===== src/rtl/mbx_pkg.sv =====
package mbx_pkg;
  localparam logic [7:0] CODE_FREE   = 8'h00;
  localparam logic [7:0] CODE_START  = 8'h01;
  localparam logic [7:0] CODE_ABORT  = 8'h02;
  localparam logic [7:0] CODE_NOTFND = 8'h03;
  localparam logic [7:0] IRQ_LOADED  = 8'h81;

  typedef enum logic [2:0] {
    OP_NONE, OP_RD_OCODE, OP_RD_OPTR, OP_FREE,
    OP_RD_IN, OP_WR_PTR, OP_WR_STAT, OP_WR_CODE
  } memOp_t;

  typedef struct packed {
    memOp_t op;
    logic   advOut;
    logic   advIn;
    logic   tblAdd;
    logic   loadExt;
    logic   loadMiss;
    logic   emitReq;
    logic   emitAbort;
    logic   setIrq;
  } strobe_t;
endpackage


===== src/rtl/mbx_ctrl.sv =====
module mbx_ctrl
  import mbx_pkg::*;
(
  input  logic       clk,
  input  logic       rstN,
  input  logic       wide,
  input  logic       startKick,
  input  logic       cmpValid,
  input  logic       memAck,
  input  logic [7:0] rdCode,
  input  logic [7:0] outCode,
  input  logic       tblHit,
  output strobe_t    stb,
  output logic       cmpReady
);
  typedef enum logic [3:0] {
    S_IDLE, S_RD_OCODE, S_RD_OPTR, S_FREE, S_DISPATCH,
    S_CHK_IN, S_WR_PTR, S_WR_STAT, S_WR_CODE
  } state_t;

  state_t state, stateNext;
  logic   startPend;
  logic   fromScan;

  always_ff @(posedge clk) begin
    if (!rstN) begin
      state     <= S_IDLE;
      startPend <= 1'b0;
      fromScan  <= 1'b0;
    end else begin
      state <= stateNext;
      if (startKick)
        startPend <= 1'b1;
      else if (state == S_IDLE && stateNext == S_RD_OCODE)
        startPend <= 1'b0;
      if (state == S_DISPATCH)
        fromScan <= 1'b1;
      else if (state == S_IDLE)
        fromScan <= 1'b0;
    end
  end

  always_comb begin
    stb       = '0;
    stb.op    = OP_NONE;
    stateNext = state;
    case (state)
      S_IDLE: begin
        if (cmpValid) begin
          stb.loadExt = 1'b1;
          stateNext   = S_CHK_IN;
        end else if (startPend) begin
          stateNext = S_RD_OCODE;
        end
      end
      S_RD_OCODE: begin
        stb.op = OP_RD_OCODE;
        if (memAck) begin
          if (rdCode == CODE_START || rdCode == CODE_ABORT)
            stateNext = wide ? S_RD_OPTR : S_FREE;
          else
            stateNext = S_IDLE;
        end
      end
      S_RD_OPTR: begin
        stb.op = OP_RD_OPTR;
        if (memAck) stateNext = S_FREE;
      end
      S_FREE: begin
        stb.op = OP_FREE;
        if (memAck) stateNext = S_DISPATCH;
      end
      S_DISPATCH: begin
        stb.advOut = 1'b1;
        if (outCode == CODE_START) begin
          stb.tblAdd  = 1'b1;
          stb.emitReq = 1'b1;
          stateNext   = S_RD_OCODE;
        end else if (tblHit) begin
          stb.emitReq   = 1'b1;
          stb.emitAbort = 1'b1;
          stateNext     = S_RD_OCODE;
        end else begin
          stb.loadMiss = 1'b1;
          stateNext    = S_CHK_IN;
        end
      end
      S_CHK_IN: begin
        stb.op = OP_RD_IN;
        if (memAck && rdCode == CODE_FREE) stateNext = S_WR_PTR;
      end
      S_WR_PTR: begin
        stb.op = OP_WR_PTR;
        if (memAck) stateNext = wide ? S_WR_STAT : S_WR_CODE;
      end
      S_WR_STAT: begin
        stb.op = OP_WR_STAT;
        if (memAck) stateNext = S_WR_CODE;
      end
      S_WR_CODE: begin
        stb.op = OP_WR_CODE;
        if (memAck) begin
          stb.setIrq = 1'b1;
          stb.advIn  = 1'b1;
          stateNext  = fromScan ? S_RD_OCODE : S_IDLE;
        end
      end
      default: stateNext = S_IDLE;
    endcase
  end

  assign cmpReady = (state == S_IDLE);
endmodule


===== src/rtl/mbx_dp.sv =====
module mbx_dp
  import mbx_pkg::*;
#(
  parameter int AW        = 12,
  parameter int MAX_SLOTS = 8
) (
  input  logic                                 clk,
  input  logic                                 rstN,
  input  logic                                 cfgLoad,
  input  logic [AW-1:0]                        cfgBase,
  input  logic [$clog2(MAX_SLOTS+1)-1:0]       cfgCount,
  input  logic                                 cfgWide,
  input  strobe_t                              stb,
  input  logic [31:0]                          cmpPtr,
  input  logic [7:0]                           cmpCode,
  input  logic [7:0]                           cmpAdStat,
  input  logic [7:0]                           cmpDevStat,
  input  logic                                 memAck,
  input  logic [31:0]                          memRdata,
  input  logic                                 irqClear,
  output logic                                 wide,
  output logic [7:0]                           rdCode,
  output logic [7:0]                           outCode,
  output logic                                 tblHit,
  output logic [AW-1:0]                        memAddr,
  output logic                                 memWe,
  output logic [3:0]                           memBe,
  output logic [31:0]                          memWdata,
  output logic                                 reqValid,
  output logic [31:0]                          reqPtr,
  output logic                                 reqAbort,
  output logic [7:0]                           irqFlags
);
  localparam int CNT_W = $clog2(MAX_SLOTS + 1);
  localparam int IDX_W = (MAX_SLOTS > 1) ? $clog2(MAX_SLOTS) : 1;
  localparam int TBL   = (MAX_SLOTS > 2) ? MAX_SLOTS - 1 : 1;
  localparam int TBL_W = (TBL > 1) ? $clog2(TBL) : 1;

  logic [AW-1:0]    base;
  logic [CNT_W-1:0] count;
  logic [IDX_W-1:0] oIdx, iIdx;
  logic [31:0]      curPtr, cPtr;
  logic [7:0]       cCode, cAd, cDev;
  logic [TBL-1:0]   tblValid, hitCur, hitExt;
  logic [31:0]      tblPtr [TBL];
  logic [TBL_W-1:0] freeSel;
  logic             anyFree;
  logic [CNT_W-1:0] oNext, iNext;
  logic [AW-1:0]    oSlot, iSlot, wOff;
  logic [3:0]       codeLane;

  genvar g;
  generate
    for (g = 0; g < TBL; g++) begin : g_match
      assign hitCur[g] = tblValid[g] && (tblPtr[g] == curPtr);
      assign hitExt[g] = tblValid[g] && (tblPtr[g] == cmpPtr);
    end
  endgenerate
  assign tblHit = |hitCur;

  always_comb begin
    freeSel = '0;
    anyFree = 1'b0;
    for (int i = TBL - 1; i >= 0; i--) begin
      if (!tblValid[i]) begin
        freeSel = TBL_W'(i);
        anyFree = 1'b1;
      end
    end
  end

  assign rdCode   = wide ? memRdata[31:24] : memRdata[7:0];
  assign codeLane = wide ? 4'b1000 : 4'b0001;
  assign wOff     = wide ? AW'(1) : AW'(0);
  assign oSlot    = base + (wide ? AW'({oIdx, 1'b0}) : AW'(oIdx));
  assign iSlot    = base + (wide ? AW'({count, 1'b0}) : AW'(count))
                         + (wide ? AW'({iIdx, 1'b0}) : AW'(iIdx));
  assign oNext    = CNT_W'(oIdx) + CNT_W'(1);
  assign iNext    = CNT_W'(iIdx) + CNT_W'(1);

  always_comb begin
    memAddr  = oSlot + wOff;
    memWe    = 1'b0;
    memBe    = 4'b0000;
    memWdata = 32'h0;
    case (stb.op)
      OP_RD_OPTR: memAddr = oSlot;
      OP_FREE: begin
        memWe = 1'b1;
        memBe = codeLane;
      end
      OP_RD_IN: memAddr = iSlot + wOff;
      OP_WR_PTR: begin
        memAddr  = iSlot;
        memWe    = 1'b1;
        memBe    = wide ? 4'b1111 : 4'b1110;
        memWdata = wide ? cPtr : {cPtr[7:0], cPtr[15:8], cPtr[23:16], 8'h00};
      end
      OP_WR_STAT: begin
        memAddr  = iSlot + wOff;
        memWe    = 1'b1;
        memBe    = 4'b0111;
        memWdata = {8'h00, 8'h00, cDev, cAd};
      end
      OP_WR_CODE: begin
        memAddr  = iSlot + wOff;
        memWe    = 1'b1;
        memBe    = codeLane;
        memWdata = wide ? {cCode, 24'h0} : {24'h0, cCode};
      end
      default: ;
    endcase
  end

  always_ff @(posedge clk) begin
    if (!rstN) begin
      base     <= '0;
      count    <= CNT_W'(MAX_SLOTS);
      wide     <= 1'b0;
      oIdx     <= '0;
      iIdx     <= '0;
      curPtr   <= '0;
      outCode  <= '0;
      cPtr     <= '0;
      cCode    <= '0;
      cAd      <= '0;
      cDev     <= '0;
      tblValid <= '0;
      reqValid <= 1'b0;
      reqPtr   <= '0;
      reqAbort <= 1'b0;
      irqFlags <= '0;
      for (int i = 0; i < TBL; i++) tblPtr[i] <= '0;
    end else begin
      if (cfgLoad) begin
        base  <= cfgBase;
        count <= cfgCount;
        wide  <= cfgWide;
        oIdx  <= '0;
        iIdx  <= '0;
      end else begin
        if (stb.advOut) oIdx <= (oNext == count) ? '0 : oNext[IDX_W-1:0];
        if (stb.advIn)  iIdx <= (iNext == count) ? '0 : iNext[IDX_W-1:0];
      end
      if (memAck && stb.op == OP_RD_OCODE) begin
        outCode <= rdCode;
        if (!wide) curPtr <= {8'h00, memRdata[15:8], memRdata[23:16], memRdata[31:24]};
      end
      if (memAck && stb.op == OP_RD_OPTR) curPtr <= memRdata;
      if (stb.loadExt) begin
        cPtr  <= cmpPtr;
        cCode <= cmpCode;
        cAd   <= cmpAdStat;
        cDev  <= cmpDevStat;
      end else if (stb.loadMiss) begin
        cPtr  <= curPtr;
        cCode <= CODE_NOTFND;
        cAd   <= 8'h00;
        cDev  <= 8'h00;
      end
      for (int i = 0; i < TBL; i++) begin
        if (stb.loadExt && hitExt[i]) tblValid[i] <= 1'b0;
        if (stb.tblAdd && anyFree && freeSel == TBL_W'(i)) begin
          tblValid[i] <= 1'b1;
          tblPtr[i]   <= curPtr;
        end
      end
      reqValid <= stb.emitReq;
      if (stb.emitReq) begin
        reqPtr   <= curPtr;
        reqAbort <= stb.emitAbort;
      end
      if (stb.setIrq)   irqFlags <= IRQ_LOADED;
      else if (irqClear) irqFlags <= 8'h00;
    end
  end
endmodule


===== src/rtl/mbx_ring_engine.sv =====
module mbx_ring_engine
  import mbx_pkg::*;
#(
  parameter int AW        = 12,
  parameter int MAX_SLOTS = 8,
  localparam int CNT_W    = $clog2(MAX_SLOTS + 1)
) (
  input  logic             clk,
  input  logic             rstN,
  input  logic             cfgLoad,
  input  logic [AW-1:0]    cfgBase,
  input  logic [CNT_W-1:0] cfgCount,
  input  logic             cfgWide,
  input  logic             startKick,
  input  logic             cmpValid,
  output logic             cmpReady,
  input  logic [31:0]      cmpPtr,
  input  logic [7:0]       cmpCode,
  input  logic [7:0]       cmpAdStat,
  input  logic [7:0]       cmpDevStat,
  output logic             reqValid,
  output logic [31:0]      reqPtr,
  output logic             reqAbort,
  output logic [7:0]       irqFlags,
  input  logic             irqClear,
  output logic             memReq,
  output logic             memWe,
  output logic [3:0]       memBe,
  output logic [AW-1:0]    memAddr,
  output logic [31:0]      memWdata,
  input  logic             memAck,
  input  logic [31:0]      memRdata
);
  strobe_t    stb;
  logic       wide, tblHit;
  logic [7:0] rdCode, outCode;

  assign memReq = (stb.op != OP_NONE);

  mbx_ctrl u_ctrl (
    .clk(clk), .rstN(rstN), .wide(wide), .startKick(startKick),
    .cmpValid(cmpValid), .memAck(memAck), .rdCode(rdCode),
    .outCode(outCode), .tblHit(tblHit), .stb(stb), .cmpReady(cmpReady)
  );

  mbx_dp #(.AW(AW), .MAX_SLOTS(MAX_SLOTS)) u_dp (
    .clk(clk), .rstN(rstN), .cfgLoad(cfgLoad), .cfgBase(cfgBase),
    .cfgCount(cfgCount), .cfgWide(cfgWide), .stb(stb),
    .cmpPtr(cmpPtr), .cmpCode(cmpCode), .cmpAdStat(cmpAdStat),
    .cmpDevStat(cmpDevStat), .memAck(memAck), .memRdata(memRdata),
    .irqClear(irqClear), .wide(wide), .rdCode(rdCode), .outCode(outCode),
    .tblHit(tblHit), .memAddr(memAddr), .memWe(memWe), .memBe(memBe),
    .memWdata(memWdata), .reqValid(reqValid), .reqPtr(reqPtr),
    .reqAbort(reqAbort), .irqFlags(irqFlags)
  );
endmodule


===== config.mk =====
export PLATFORM = sky130hd
export DESIGN_NAME = mbx_ring_engine
export DESIGN_NICKNAME = d
export VERILOG_FILES = /design/src/rtl/mbx_pkg.sv /design/src/rtl/mbx_ctrl.sv /design/src/rtl/mbx_dp.sv /design/src/rtl/mbx_ring_engine.sv
export SDC_FILE = /design/constraint.sdc
export NUM_CORES = 1
export LEC_CHECK = 0
export CORE_UTILIZATION = 40
export DETAILED_ROUTE_END_ITERATION = 6
export GPL_TIMING_DRIVEN = 0
export PLACE_DENSITY_LB_ADDON = 0.05
export SETUP_SLACK_MARGIN = 0.4
export SLEW_MARGIN = 30
export SYNTH_ARGS = -nofsm -noshare
export SYNTH_HDL_FRONTEND = slang
export SYNTH_HIERARCHICAL = 1
export SYNTH_SLANG_ARGS = --single-unit

===== constraint.sdc =====
create_clock -name clk -period 6.1 [get_ports clk]
set_input_delay 1.525 -clock clk [delete_from_list [all_inputs] [get_ports clk]]
set_output_delay 1.525 -clock clk [all_outputs]
set_load 0.02 [all_outputs]

==> impl_metrics.yaml <==
drt:
  dr.pass1.iters: 6
  drt-initial-drc-count: 2077
  vias_per_cell: 5.72
  drt-total-wl_mm: 100
  wl_per_cell_um: 29.6
  drc: 0
  final_antenna_net_count: 0
  vias: 19300
logic_synthesis:
  synth_top_area_cell: "edfxtp_1"
  synth_top_area_share: 0.295
  seq_area_frac_synth: 0.442
  postSynthAreaPerCell_sq_um: 9.78
  syn_area_sq_mm: 0.0228
  async_flop_share: 0
  ys.warnings.count: 6
  synth-seq-cells: 391
  synthTopCellsByCount: "xnor2_1, nor2_1, edfxtp_1"
  synth_edf_count: 224
  post-synth-top-count-cell: "xnor2_1"
  ys_types: 86
  synthFlopType: "edfxtp_1"
  postSynthCellCount: 2331
  synthTopCellsByArea: "edfxtp_1, dfxtp_1, xnor2_1"
clock_network:
  clock_sinks: 391
  numCtsBuffers: 47
  path_clk_slew_ns: 0.06
  holdBufCountCts: 0
  h-tree-depth: 2
  cts-root-buf: "clkbuf_16"
  clk_path_buf_depth: 3
  cts_tree: "built"
  clk-insertion-delay-late_ns: 0.62
grt:
  grt_pass1_vias: 18800
  gr-usage-all-layers: 0.345
  grt_pass1_wl_mm: 139
  antenna_found_initial: 3
  overflow: 0
  grt_max_degree: 33
floorplanning:
  io_pins: 205
  rows: 87
  core_area_sq_mm: 0.0564
  die_height_um: 241
  start_util: 0.404
  die_x_um: 241
  dieArea_sq_mm: 0.0579
pwr:
  power.leakage_nw: 10.0
  vdd_drop_max_mv: 0.261
  p_total_mw: 7.25
  power_density_mw_per_mm2: 260
layout:
  synthToLayoutAreaGrowth_pct: 22.4
  layout-drive-gt1-share: 0.108
  register_area_sq_mm: 0.0101
  final_core_util: 0.495
  nNetsFinal: 2715
  nFillCells: 5444
  multiInputGateArea_sq_mm: 0.0120
status:
  status: "finished, final reports clean"
worst_hold_path:
  holdPathStages: 2
  hp-class: "reg -> reg"
setup_path:
  crit_fanout: 5
  cp.required_ns: 4.58
  worstSetupPathType: "reg -> out"
  end_kind: "primary output"
  start_kind: "flop"
  ff2ff_path_depth: 14
  crit_arrival_ns: 4.49
place:
  dpl.hpwl_mm: 68.6
  portBuffers: 165
  gp_congestion: 0.941
sta:
  finalSetupViolCount: 0
  skew_ns: 0.0375
  worstMarginPinSlew_ns: 1.07
  maxSlewHeadroom: 0.287
  fin_setup_tns_ns: 0
  hold_ws_ns: 0.483
  finalHoldViolations: 0
  finalMaxSlewViolations: 0
  period_share: 0.985
  period_minus_slack_ns: 6.01
  rsz0062_at_grt: "true"
  max_freq_ghz: 0.166
job:
  maxCapViolCount: 0
## sequential cells by signal, summed over array words and instances (netlist names), 3 cells and up
register and count:
u_dp/cDev 8, u_ctrl/state 4, u_dp/oIdx 3, u_dp/outCode 8
u_dp/tblPtr 224, u_dp/cCode 8, u_dp/iIdx 3, u_dp/tblValid 7
u_dp/curPtr 32, u_dp/cPtr 32, u_dp/cAd 8, u_dp/count 4
u_dp/reqPtr 32, u_dp/base 12
## routing by layer
layer / part of all wire / global-route usage
met2: 0.45 / 0.548
met4: 0.060 / 0.193
met1: 0.40 / 0.437
met5: 0.00011 / 0
met3: 0.085 / 0.0691
## timing repair
action | 4_1_cts | 5_1_grt
setup buffers | 17 | 8
hold endpoints to repair | 0 | 0
gates resized for setup | 82 | 35
pin swaps | 11 | 6
endpoints found under the setup margin | 38 | 29
## path summary, 6_finish.rpt
kind | to | startpoint | slack (ns)
worst min-delay path | u_ctrl/fromScan$_SDFFE_PN0P_ | u_ctrl/fromScan$_SDFFE_PN0P_ | 0.48
worst max-delay path | memAddr[9] | u_dp/wide$_SDFFE_PN0P_ | 0.09
worst min register to register | u_ctrl/fromScan$_SDFFE_PN0P_ | u_ctrl/fromScan$_SDFFE_PN0P_ | 0.48
worst max register to register | u_dp/reqPtr[25]$_SDFFE_PN0P_ | u_dp/curPtr[15]$_SDFFE_PN0P_ | 0.87
## worst max-delay path: stages (launching register included)
cell and delay (ns):
dfxtp_4 0.35, buf_8 0.12, clkbuf_16 0.15, clkbuf_16 0.15, mux2_4 0.30, fa_1 0.54
inv_2 0.05, fa_2 0.41, nand2b_4 0.18, a21oi_4 0.16, mux2_4 0.33, nor3_4 0.23
buf_6 0.14, nor4_4 0.03, buf_4 0.16, and4_1 0.20, o31ai_2 0.20, buf_4 0.19
## area by class of cell
cell class              instances  share of cell area
diodes                          1           0.0000897
plain buffers                 180              0.0325
clock buffers                  70              0.0509
clock inverters                17             0.00722
inverters                      72             0.00969
multi-input cells            1693               0.431
flip-flops and latches        391               0.361
well taps                     756              0.0339
repair buffers                198              0.0736
## cell families after synthesis
logic type,after synthesis,share of synthesized area
flops,391,0.442
other cells,1,0.000165
mux,156,0.0703
simple gates,798,0.177
fa+ha+maj,20,0.0130
xor+xnor,464,0.178
buf+inv,252,0.0447
compound gates,249,0.0744
## cell usage in the layout, fill, tap and decap left out, drive strengths merged, types with 50 or more instances in the layout
master / n
buf: 80
clkbuf: 210
a21oi: 50
dfxtp: 167
nor2b: 90
mux2i: 141
nand4: 88
xnor2: 320
nor4: 56
inv: 75
o21ai: 87
edfxtp: 224
clkdlybuf4s50: 156
xor2: 144
nor2: 242
nand2: 168
## per-stage QoR
stage | instance area (sq um) | cells | setup WS (ns)
6_report | 27900 | 3378 | 0.0890
5_1_grt | 27900 | 3377 | -0.0655
3_5_place_dp | 25700 | 3265 | -0.807
2_1_floorplan | 22800 | 2336 | 0.469
4_1_cts | 27700 | 3369 | 0.0996
3_3_place_gp | 25400 | 3257 | -1.01
## power by group
group | internal [mW] | total, mW | leakage, nW | switching [mW]
registers | 2.91 | 3.02 | 3.67 | 0.114
clock network | 1.75 | 2.96 | 0.793 | 1.21
logic | 0.482 | 1.27 | 5.55 | 0.787
total | 5.14 | 7.25 | 10.0 | 2.12
(Power assumes the default switching activity.)
